===== src/rtl/scu_regs_pkg.sv =====
package scu_regs_pkg;

  // Word indices (byte offset >> 2) of the decoded locations.
  localparam logic [5:0] IDX_CTRL   = 6'h00;
  localparam logic [5:0] IDX_CFG    = 6'h01;
  localparam logic [5:0] IDX_PWR    = 6'h02;
  localparam logic [5:0] IDX_INV    = 6'h03;
  localparam logic [5:0] IDX_FLT_LO = 6'h10;
  localparam logic [5:0] IDX_FLT_HI = 6'h11;
  localparam logic [5:0] IDX_ACC_S  = 6'h14;
  localparam logic [5:0] IDX_ACC_NS = 6'h15;

  // Identity word layout.
  localparam int MAX_CORES = 4;
  localparam int MASK_LSB  = 4;
  localparam int CNT_W     = 2;

  typedef enum logic [2:0] {
    SEL_CTRL,
    SEL_CFG,
    SEL_PWR,
    SEL_INV,
    SEL_FLT,
    SEL_ACC,
    SEL_NONE
  } scu_sel_e;

endpackage


===== src/rtl/scu_addr_dec.sv =====
module scu_addr_dec
  import scu_regs_pkg::*;
#(
  parameter int ADDR_W = 8
) (
  input  logic [ADDR_W-1:0] addr,
  output scu_sel_e          sel
);
  localparam int IDX_W = ADDR_W - 2;

  logic [IDX_W-1:0] widx;
  logic             unused_lsbs;

  assign widx        = addr[ADDR_W-1:2];
  assign unused_lsbs = ^addr[1:0];

  always_comb begin
    if (widx == IDX_W'(IDX_CTRL))
      sel = SEL_CTRL;
    else if (widx == IDX_W'(IDX_CFG))
      sel = SEL_CFG;
    else if (widx == IDX_W'(IDX_PWR))
      sel = SEL_PWR;
    else if (widx == IDX_W'(IDX_INV))
      sel = SEL_INV;
    else if (widx == IDX_W'(IDX_FLT_LO) || widx == IDX_W'(IDX_FLT_HI))
      sel = SEL_FLT;
    else if (widx == IDX_W'(IDX_ACC_S) || widx == IDX_W'(IDX_ACC_NS))
      sel = SEL_ACC;
    else
      sel = SEL_NONE;
  end
endmodule


===== src/rtl/scu_cfg_word.sv =====
module scu_cfg_word
  import scu_regs_pkg::*;
#(
  parameter int CORES  = 4,
  parameter int DATA_W = 32
) (
  output logic [DATA_W-1:0] cfg_word
);
  // legal core counts are 1..MAX_CORES
  generate
    if (CORES < 1 || CORES > MAX_CORES) begin : g_bad_cores
      $error("scu_cfg_word: CORES must be within 1..4");
    end
  endgenerate

  always_comb begin
    cfg_word = '0;
    for (int i = 0; i < MAX_CORES; i++) begin
      if (i < CORES) cfg_word[MASK_LSB+i] = 1'b1;
    end
    cfg_word[CNT_W-1:0] = CNT_W'(CORES - 1);
  end
endmodule


===== src/rtl/scu_ctrl_bit.sv =====
module scu_ctrl_bit (
  input  logic clk,
  input  logic rst,
  input  logic we,
  input  logic d,
  output logic q
);
  always_ff @(posedge clk) begin
    if (rst)
      q <= 1'b0;
    else if (we)
      q <= d;
  end
endmodule


===== src/rtl/scu_regblk.sv =====
module scu_regblk
  import scu_regs_pkg::*;
#(
  parameter int CORES  = 4,
  parameter int ADDR_W = 8,
  parameter int DATA_W = 32
) (
  input  logic              clk,
  input  logic              rst,
  input  logic [ADDR_W-1:0] bus_addr,
  input  logic              bus_wr,
  input  logic [DATA_W-1:0] bus_wdata,
  input  logic              bus_rd,
  output logic [DATA_W-1:0] bus_rdata,
  output logic              snoop_en
);
  scu_sel_e          sel;
  logic [DATA_W-1:0] cfg_word;
  logic              ctrl_we;
  logic              unused_wdata;

  assign unused_wdata = ^bus_wdata[DATA_W-1:1];

  scu_addr_dec #(.ADDR_W(ADDR_W)) u_dec (
    .addr (bus_addr),
    .sel  (sel)
  );

  scu_cfg_word #(.CORES(CORES), .DATA_W(DATA_W)) u_cfg (
    .cfg_word (cfg_word)
  );

  // Only the control word holds state; every other write is dropped.
  assign ctrl_we = bus_wr && (sel == SEL_CTRL);

  scu_ctrl_bit u_ctrl (
    .clk (clk),
    .rst (rst),
    .we  (ctrl_we),
    .d   (bus_wdata[0]),
    .q   (snoop_en)
  );

  // Registered read path, updated only on a read strobe.
  always_ff @(posedge clk) begin
    if (rst)
      bus_rdata <= '0;
    else if (bus_rd) begin
      case (sel)
        SEL_CTRL: bus_rdata <= {{(DATA_W-1){1'b0}}, snoop_en};
        SEL_CFG:  bus_rdata <= cfg_word;
        default:  bus_rdata <= '0;
      endcase
    end
  end
endmodule


===== config.mk =====
export PLATFORM = sky130hd
export DESIGN_NAME = scu_regblk
export DESIGN_NICKNAME = d
export VERILOG_FILES = /design/src/rtl/scu_regs_pkg.sv /design/src/rtl/scu_addr_dec.sv /design/src/rtl/scu_cfg_word.sv /design/src/rtl/scu_ctrl_bit.sv /design/src/rtl/scu_regblk.sv
export SDC_FILE = /design/constraint.sdc
export NUM_CORES = 1
export LEC_CHECK = 0
export BUFFER_PORTS_ARGS = -buffer_cell sky130_fd_sc_hd__buf_2
export CAP_MARGIN = 20
export CORE_UTILIZATION = 24
export CTS_CLUSTER_DIAMETER = 100
export DETAILED_ROUTE_END_ITERATION = 7
export GPL_ROUTABILITY_DRIVEN = 0
export PLACE_DENSITY = 0.79
export SYNTH_ARGS = -nofsm -noshare
export SYNTH_HDL_FRONTEND = slang
export SYNTH_SLANG_ARGS = --single-unit
export TNS_END_PERCENT = 100

===== constraint.sdc =====
create_clock -name clk -period 1.05 [get_ports clk]
set_input_delay 0.1575 -clock clk [delete_from_list [all_inputs] [get_ports clk]]
set_output_delay 0.1575 -clock clk [all_outputs]
set_load 0.005 [all_outputs]

==> run summary, run 1 <==
Of the synthesized area, sequential elements account for 15.8%. The commonest cells after synthesis are sky130_fd_sc_hd__buf_4, sky130_fd_sc_hd__dfxtp_1, sky130_fd_sc_hd__a21oi_1, sky130_fd_sc_hd__nand2b_1. Along the worst hold path, the cell count comes to 2. The largest single stage delay on the critical path is 380 ps.

The number of buffers added for setup after CTS is 0. The required time of the critical path is 890 ps. The count of buffers from port buffering came out at 17. The ratio of cells with drive above 1 in the final layout came out at 35.5%. The number of pins with negative max-slew slack in the final report was 0. Across the routed clock network, the largest skew measured is 0.0378 ps. The synthesized design devotes to its leading area cell type 59.4% of total area. The number of H-tree levels is 1. The x dimension of the die came out at 41.7 um. The power per cell area is 970 mW/mm^2. The final layout net count is 107. After synthesis, the largest family of logic cells by area is buffers and inverters. The async set-or-reset flop fraction in the synthesized netlist came out at 0%.

The root buffer cell chosen for the clock tree is sky130_fd_sc_hd__clkbuf_4. The filler cell count is 148. Among all cell types in the netlist, the one instantiated most often is sky130_fd_sc_hd__buf_4. The number of clock buffers inserted by TritonCTS is 3. Ranked by total cell area, the synthesized netlist is headed by sky130_fd_sc_hd__buf_4, sky130_fd_sc_hd__dfxtp_1, sky130_fd_sc_hd__nor4b_2. The critical path goes through buf_2. The worst setup slack before clock tree synthesis is 43.1 ps. The critical path is of the reg2out type. The insertion delay of the later-clocked pin in the worst-skew pair came out at 230 ps. The initial detailed-routing violation count is 3. The count of final hold-check violations came out at 0. The kind of cell with the highest combined delay on the critical path is flip-flops. In this run the most critical hold path is launched from rst. TritonCTS built the clock tree. After detailed routing, the average wire length per cell comes to 6.87 um. The multiplexer share of the synthesized area is 0%.

The area of the die came out at 0.00174 mm^2. The diode insertion count for antenna repair is 0. The post-cts resize count came out at 0.

The top fanout value on the critical path came out at 6. STA classifies the critical path endpoint as an output port. Counting every sink on the clock net gives 3. Compared with the post-synthesis result, the final layout area differs by -0.330%.

The aggregate routed wire length came out at 529 um. The synthesized netlist devotes 14.2% of its cell area to simple gates. After Yosys synthesis, full adders, half adders and majority gates account for 0% of the synthesized area. IR analysis of the VDD net gives a maximum drop of 348 uV.

Counting I/O delays and the setup requirement, the final critical path takes 907 ps. Using the TritonRoute via totals, the vias-per-cell ratio works out to 3.36. The slowest stage of the critical path belongs to the cell sky130_fd_sc_hd__dfxtp_1. The per-instance average area after synthesis is 8.24 um^2.

The setup slack of the most critical reg-to-reg path is 320 ps. The run finished with clean final reports. The biggest area contributor in the post-synthesis netlist is sky130_fd_sc_hd__buf_4. The worst hold path belongs to the class in2reg. The total I/O pin count is 77. The data arrival time of the critical path came out at 750 ps.

The worst hold slack is 112 ps. The number of buffer and inverter stages on the critical path is 1. The count of max-cap constraint violations came out at 0.

The number of storage elements in the synthesis netlist is 3. The worst flop-to-flop path startpoint is u_ctrl.q$_SDFFE_PP0P_. The post-cts hold buffer count is 0. The number of enable-type register cells in the synthesized netlist came out at 0. The initial utilization of the core area, before any placement, comes to 27.4%. The worst register-to-register path has a depth of 2. The estimated wirelength of the detail-placed design is 493 um. The detailed router placed 259 vias in this run. The core region is 0.00138 mm^2. Entering global routing, the biggest net connects 7 pins. The first-pass GRT wire length came out at 779 um. The remaining antenna violation count after routing came out at 0. The standard-cell row count is 13. Counting along the longest clock path gives a buffer depth of 2. Before antenna repair, the detailed router went through 2 iterations.

Adding up every negative setup slack in the final design gives 0 ps. The leakage power is 0.000235 uW. The xor/xnor share of the synthesized area is 0%. The leftover overflow at the end of global routing is 0. The initial antenna violation count came out at 0. The number of remaining DRC errors came out at 0.

The total number of yosys warnings came out at 0. The number of distinct library cell variants in the gate-level netlist after synthesis is 13. The startpoint type of the worst setup path is a register.

The area fraction in compound gates after synthesis came out at 9.57%. The worst reg2reg path endpoint is u_ctrl.q$_SDFFE_PP0P_. The number of global-route vias before repair was 210. The upper clock frequency limit is 1100 MHz.

The post-route fraction of the period consumed by the critical path is 86.4%. Once routing completed, OpenROAD measured the worst setup slack at 143 ps. After synthesis the cells add up to 379 um^2. The endpoint of the worst hold path is bus_rdata[0]$_SDFFE_PP0P_. The gate count of the mapped netlist came out at 46. The vertical die dimension is 41.7 um. The number of setup violations in the final report is 0. In the global route stage, overall resource usage came out at 6.24%. The most used flip-flop cell after synthesis is sky130_fd_sc_hd__dfxtp_1.

The clock-pin slew reported for the worst setup and hold paths after clock tree synthesis is 40 ps. Setup repair after global routing left no endpoint under its margin.
cell type report:
class | count | area [um^2] | area share (%)
Tap cell | 15 | 18.8 | 4.97
Multi-Input combinational cell | 38 | 188 | 49.7
Clock buffer | 4 | 26.3 | 6.95
Sequential cell | 3 | 60.1 | 15.9
Timing Repair Buffer | 17 | 85.1 | 22.5
sequential cells by signal (all words and copies together) (netlist names):
name / cells
bus_rdata: 2
u_ctrl.q: 1
placed cells by master (no fill, tap or decap), types with 2 or more instances in the layout:
cell	count
sky130_fd_sc_hd__clkbuf_4	3
sky130_fd_sc_hd__conb_1	26
sky130_fd_sc_hd__dfxtp_1	3
sky130_fd_sc_hd__nand2b_1	2
sky130_fd_sc_hd__a21oi_1	2
sky130_fd_sc_hd__buf_2	17
stage by stage:
step | cell area (um^2) | util [%] | cells | total power (uW)
floorplan | 473 | - | 71 | 217
global placement | 352 | 25.4 | 73 | 170
detailed placement | 352 | 25.4 | 73 | 171
CTS | 378 | 27.3 | 77 | 373
global route | 378 | 27.3 | 77 | 397
finish | 378 | 27.3 | 77 | 367
kinds of logic (layout without fill, tap and decap cells):
family	Yosys count	count (layout)
buffers and inverters	30	21
other	1	26
AND/OR/NAND/NOR	7	7
AO/OA/AOI/OAI	5	5
flip-flops	3	3
per-layer routing:
metal,share of wire [%],track usage [%],wire length (um)
met1,30,4.65,157
met2,58,11.3,307
met3,12,4.35,64
met4,0,3.87,0
met5,0,0,0
report_power, final:
group,switching [uW],internal [uW]
combinational,36.2,19.3
clock,53.6,142
sequential,0.389,115
worst max path at each step:
stage | start | to | slack, ps | depth (start not counted)
2_1_floorplan | bus_addr[2] | u_ctrl.q$_SDFFE_PP0P_ | 250 | 3
3_3_place_gp | bus_addr[2] | u_ctrl.q$_SDFFE_PP0P_ | 80 | 4
3_5_place_dp | bus_addr[2] | u_ctrl.q$_SDFFE_PP0P_ | 40 | 4
4_1_cts | bus_rdata[6]$_SDFFE_PP0P_ | bus_rdata[1] | 130 | 1
5_1_grt | bus_rdata[6]$_SDFFE_PP0P_ | bus_rdata[1] | 90 | 1
6_report | bus_rdata[6]$_SDFFE_PP0P_ | bus_rdata[1] | 140 | 1
(Power assumes the default switching activity.)
==> run 2: changes to the inputs <==
--- a/config.mk
+++ b/config.mk
@@ -7,10 +7,13 @@
 export LEC_CHECK = 0
 export BUFFER_PORTS_ARGS = -buffer_cell sky130_fd_sc_hd__buf_2
 export CAP_MARGIN = 20
+export CORE_MARGIN = 4
 export CORE_UTILIZATION = 24
 export CTS_CLUSTER_DIAMETER = 100
 export DETAILED_ROUTE_END_ITERATION = 7
 export GPL_ROUTABILITY_DRIVEN = 0
+export HOLD_SLACK_MARGIN = 0.06
+export MAX_ROUTING_LAYER = met4
 export PLACE_DENSITY = 0.79
 export SYNTH_ARGS = -nofsm -noshare
 export SYNTH_HDL_FRONTEND = slang
==> run 2 against run 1 <==
Via count grew 2.3%. Sequential share of layout area shrank 0.052 points. Worst setup slack gained 4.0 ps. Critical endpoint is now bus_rdata[5].
==> run summary, run 2 (same netlist as run 1, synthesis figures left out) <==
The setup path with the least slack is of type reg2out. The total via count in the routed design is 265 (+2.3%). The count of max-cap constraint violations is 0 (unchanged).

The number of buffer and inverter stages on the critical path was 1 (unchanged). The aggregate routed wire length is 650 um (+23%). The number of standard cells in the final layout excluding fillers came to 78 (+1.3%). The starting density of the core was 25.2% (-2.3 points). The data arrival time of the critical path is 750 ps (about the same).

The largest net degree at the start of global routing is 7 (unchanged). STA classifies the critical path startpoint as a register. The number of detailed-routing iterations run before antenna repair is 2 (unchanged). The CTS sink count came out at 3 (unchanged).

The post-cts hold buffer count is 0 (unchanged). The remaining antenna violation count after routing is 0 (unchanged). The peak supply drop came out at 195 uV (-44%). Traced cell by cell, the critical path runs through buf_2. The delay of the slowest cell on the worst path is 380 ps (about the same). The register with the highest flop count is bus_rdata. The total power came out at 372 uW (+1.5%). The number of remaining DRC errors was 0 (unchanged). The CTS tree is yes. The number of placed cells counting well taps came out at 74 (+1.4%). The post-cts resize count is 0 (unchanged).

The initial antenna violation count is 0 (unchanged). The overall track demand over capacity in global routing is 5.53% (-0.70 points). The path class of the tightest hold or removal check is in2reg. The diode insertion count for antenna repair came to 0 (unchanged). The maximum clock insertion buffer count was 2 (unchanged).

The library cell used most frequently in the layout, excluding fill and tap cells, is sky130_fd_sc_hd__conb_1. The tree is rooted in a sky130_fd_sc_hd__clkbuf_4. The worst path setup slack after routing came to 147 ps (+3.99 ps). The run finished with clean final reports. The insertion delay of the later-clocked pin in the worst-skew pair came out at 230 ps (about the same). The count of final hold-check violations came out at 0 (unchanged). The shortest clock period the worst path allows after layout was 903 ps (-3.99 ps).

The count of buffers from port buffering came out at 17 (unchanged). The initial detailed-routing violation count was 2 (-1). The setup TNS came out at 0 ps (unchanged). The vertical die dimension is 47.7 um (+14%).

The leftover overflow at the end of global routing is 0 (unchanged). The cell family contributing the most delay on the critical path is flip-flops. The ratio of cells with drive above 1 in the final layout is 35.5% (unchanged). The post-route fraction of the period consumed by the critical path is 86.0% (-0.38 points). The number of buffers added for setup after CTS is 0 (unchanged). The number of setup violations in the final report is 0 (unchanged). The estimated wirelength of the detail-placed design came to 578 um (+17%). Among all stages on the critical path, the largest delay is contributed by sky130_fd_sc_hd__dfxtp_1. The cell area reported after detailed placement came out at 353 um^2 (+0.36%). The x dimension of the die is 47.7 um (+14%). The leakage power came to 0.000235 uW (unchanged). The largest registers in the layout are bus_rdata x2, u_ctrl.q x1. In the layout the commonest cells are sky130_fd_sc_hd__conb_1, sky130_fd_sc_hd__buf_2, sky130_fd_sc_hd__dfxtp_1, sky130_fd_sc_hd__clkbuf_4. Relative to the synthesized area, the layout overhead comes to 0%. The first-pass GRT wire length came to 724 um (-7.1%). The standard-cell row count was 14 (+1). The required time of the critical path came out at 890 ps (about the same).

The worst setup slack before clock tree synthesis came out at 60.4 ps (+17.2 ps). The via count normalized by instance count came to 3.40 (+1.0%). The number of pins with negative max-slew slack in the final report is 0 (unchanged). The power per cell area came out at 981 mW/mm^2 (+1.1%). The worst setup path is captured at an output port. The cell area after layout is 379 um^2 (+0.33%).

The area of the die came to 0.00228 mm^2 (+31%). The clock-pin slew reported for the worst setup and hold paths after clock tree synthesis was 40 ps (about the same). The final layout net count came out at 107 (unchanged). The filler cell count is 172 (+16%). The upper clock frequency limit is 1110 MHz (+0.44%). The number of global-route vias before repair is 205 (-2.4%). The total I/O pin count came out at 77 (unchanged). The flip-flop count of the largest register after layout is 2 (unchanged).

The worst setup skew after layout is 0.839 ps (+0.801 ps). The average wire per standard cell came out at 8.33 um (+21%). Setup repair after global routing left no endpoint under its margin. The number of H-tree levels is 1 (unchanged). The number of clock buffers inserted by TritonCTS was 3 (unchanged).

The core area was 0.00151 mm^2 (+9.0%). The top fanout value on the critical path came out at 6 (unchanged).
-- run 2: cell type report --
type / instances / area [um^2] / area share (%)
clock buffers: 4 / 26.3 / 6.93
well taps: 16 / 20.0 / 5.28
multi-input cells: 38 / 188 / 49.5
flip-flops and latches: 3 / 60.1 / 15.8
repair buffers: 17 / 85.1 / 22.4
-- run 2: metal layers --
metal  share of wire [%]  up-vias  track usage (%)
met5                   0        -                -
met4                   0        0             6.45
li1                    -      125                -
met1                  26      118             3.54
met2                  53       22             8.97
met3                  22        0             3.38
-- run 2: where the power goes --
| part | total (uW) | internal (uW) | switching (uW) |
|---|---|---|---|
| Combinational | 56.1 | 19.2 | 36.9 |
| Sequential | 116 | 115 | 0.405 |
| Clock | 200 | 142 | 58.0 |
| Total | 372 | 277 | 95.3 |
-- run 2: path summary, 6_finish.rpt --
kind / start / to / slack [ps] / cells after the start
setup / recovery: bus_rdata[6]$_SDFFE_PP0P_ / bus_rdata[5] / 150 / 1
hold / removal: rst / bus_rdata[6]$_SDFFE_PP0P_ / 110 / 2
hold reg to reg: bus_rdata[0]$_SDFFE_PP0P_ / bus_rdata[0]$_SDFFE_PP0P_ / 470 / 2
setup reg to reg: u_ctrl.q$_SDFFE_PP0P_ / u_ctrl.q$_SDFFE_PP0P_ / 300 / 2
-- run 2: per-stage QoR --
step	utilization, %	hold slack, ps
2_1_floorplan	-	227
3_3_place_gp	23.4	343
3_5_place_dp	23.4	350
4_1_cts	25.2	105
5_1_grt	25.2	114
6_report	25.2	105
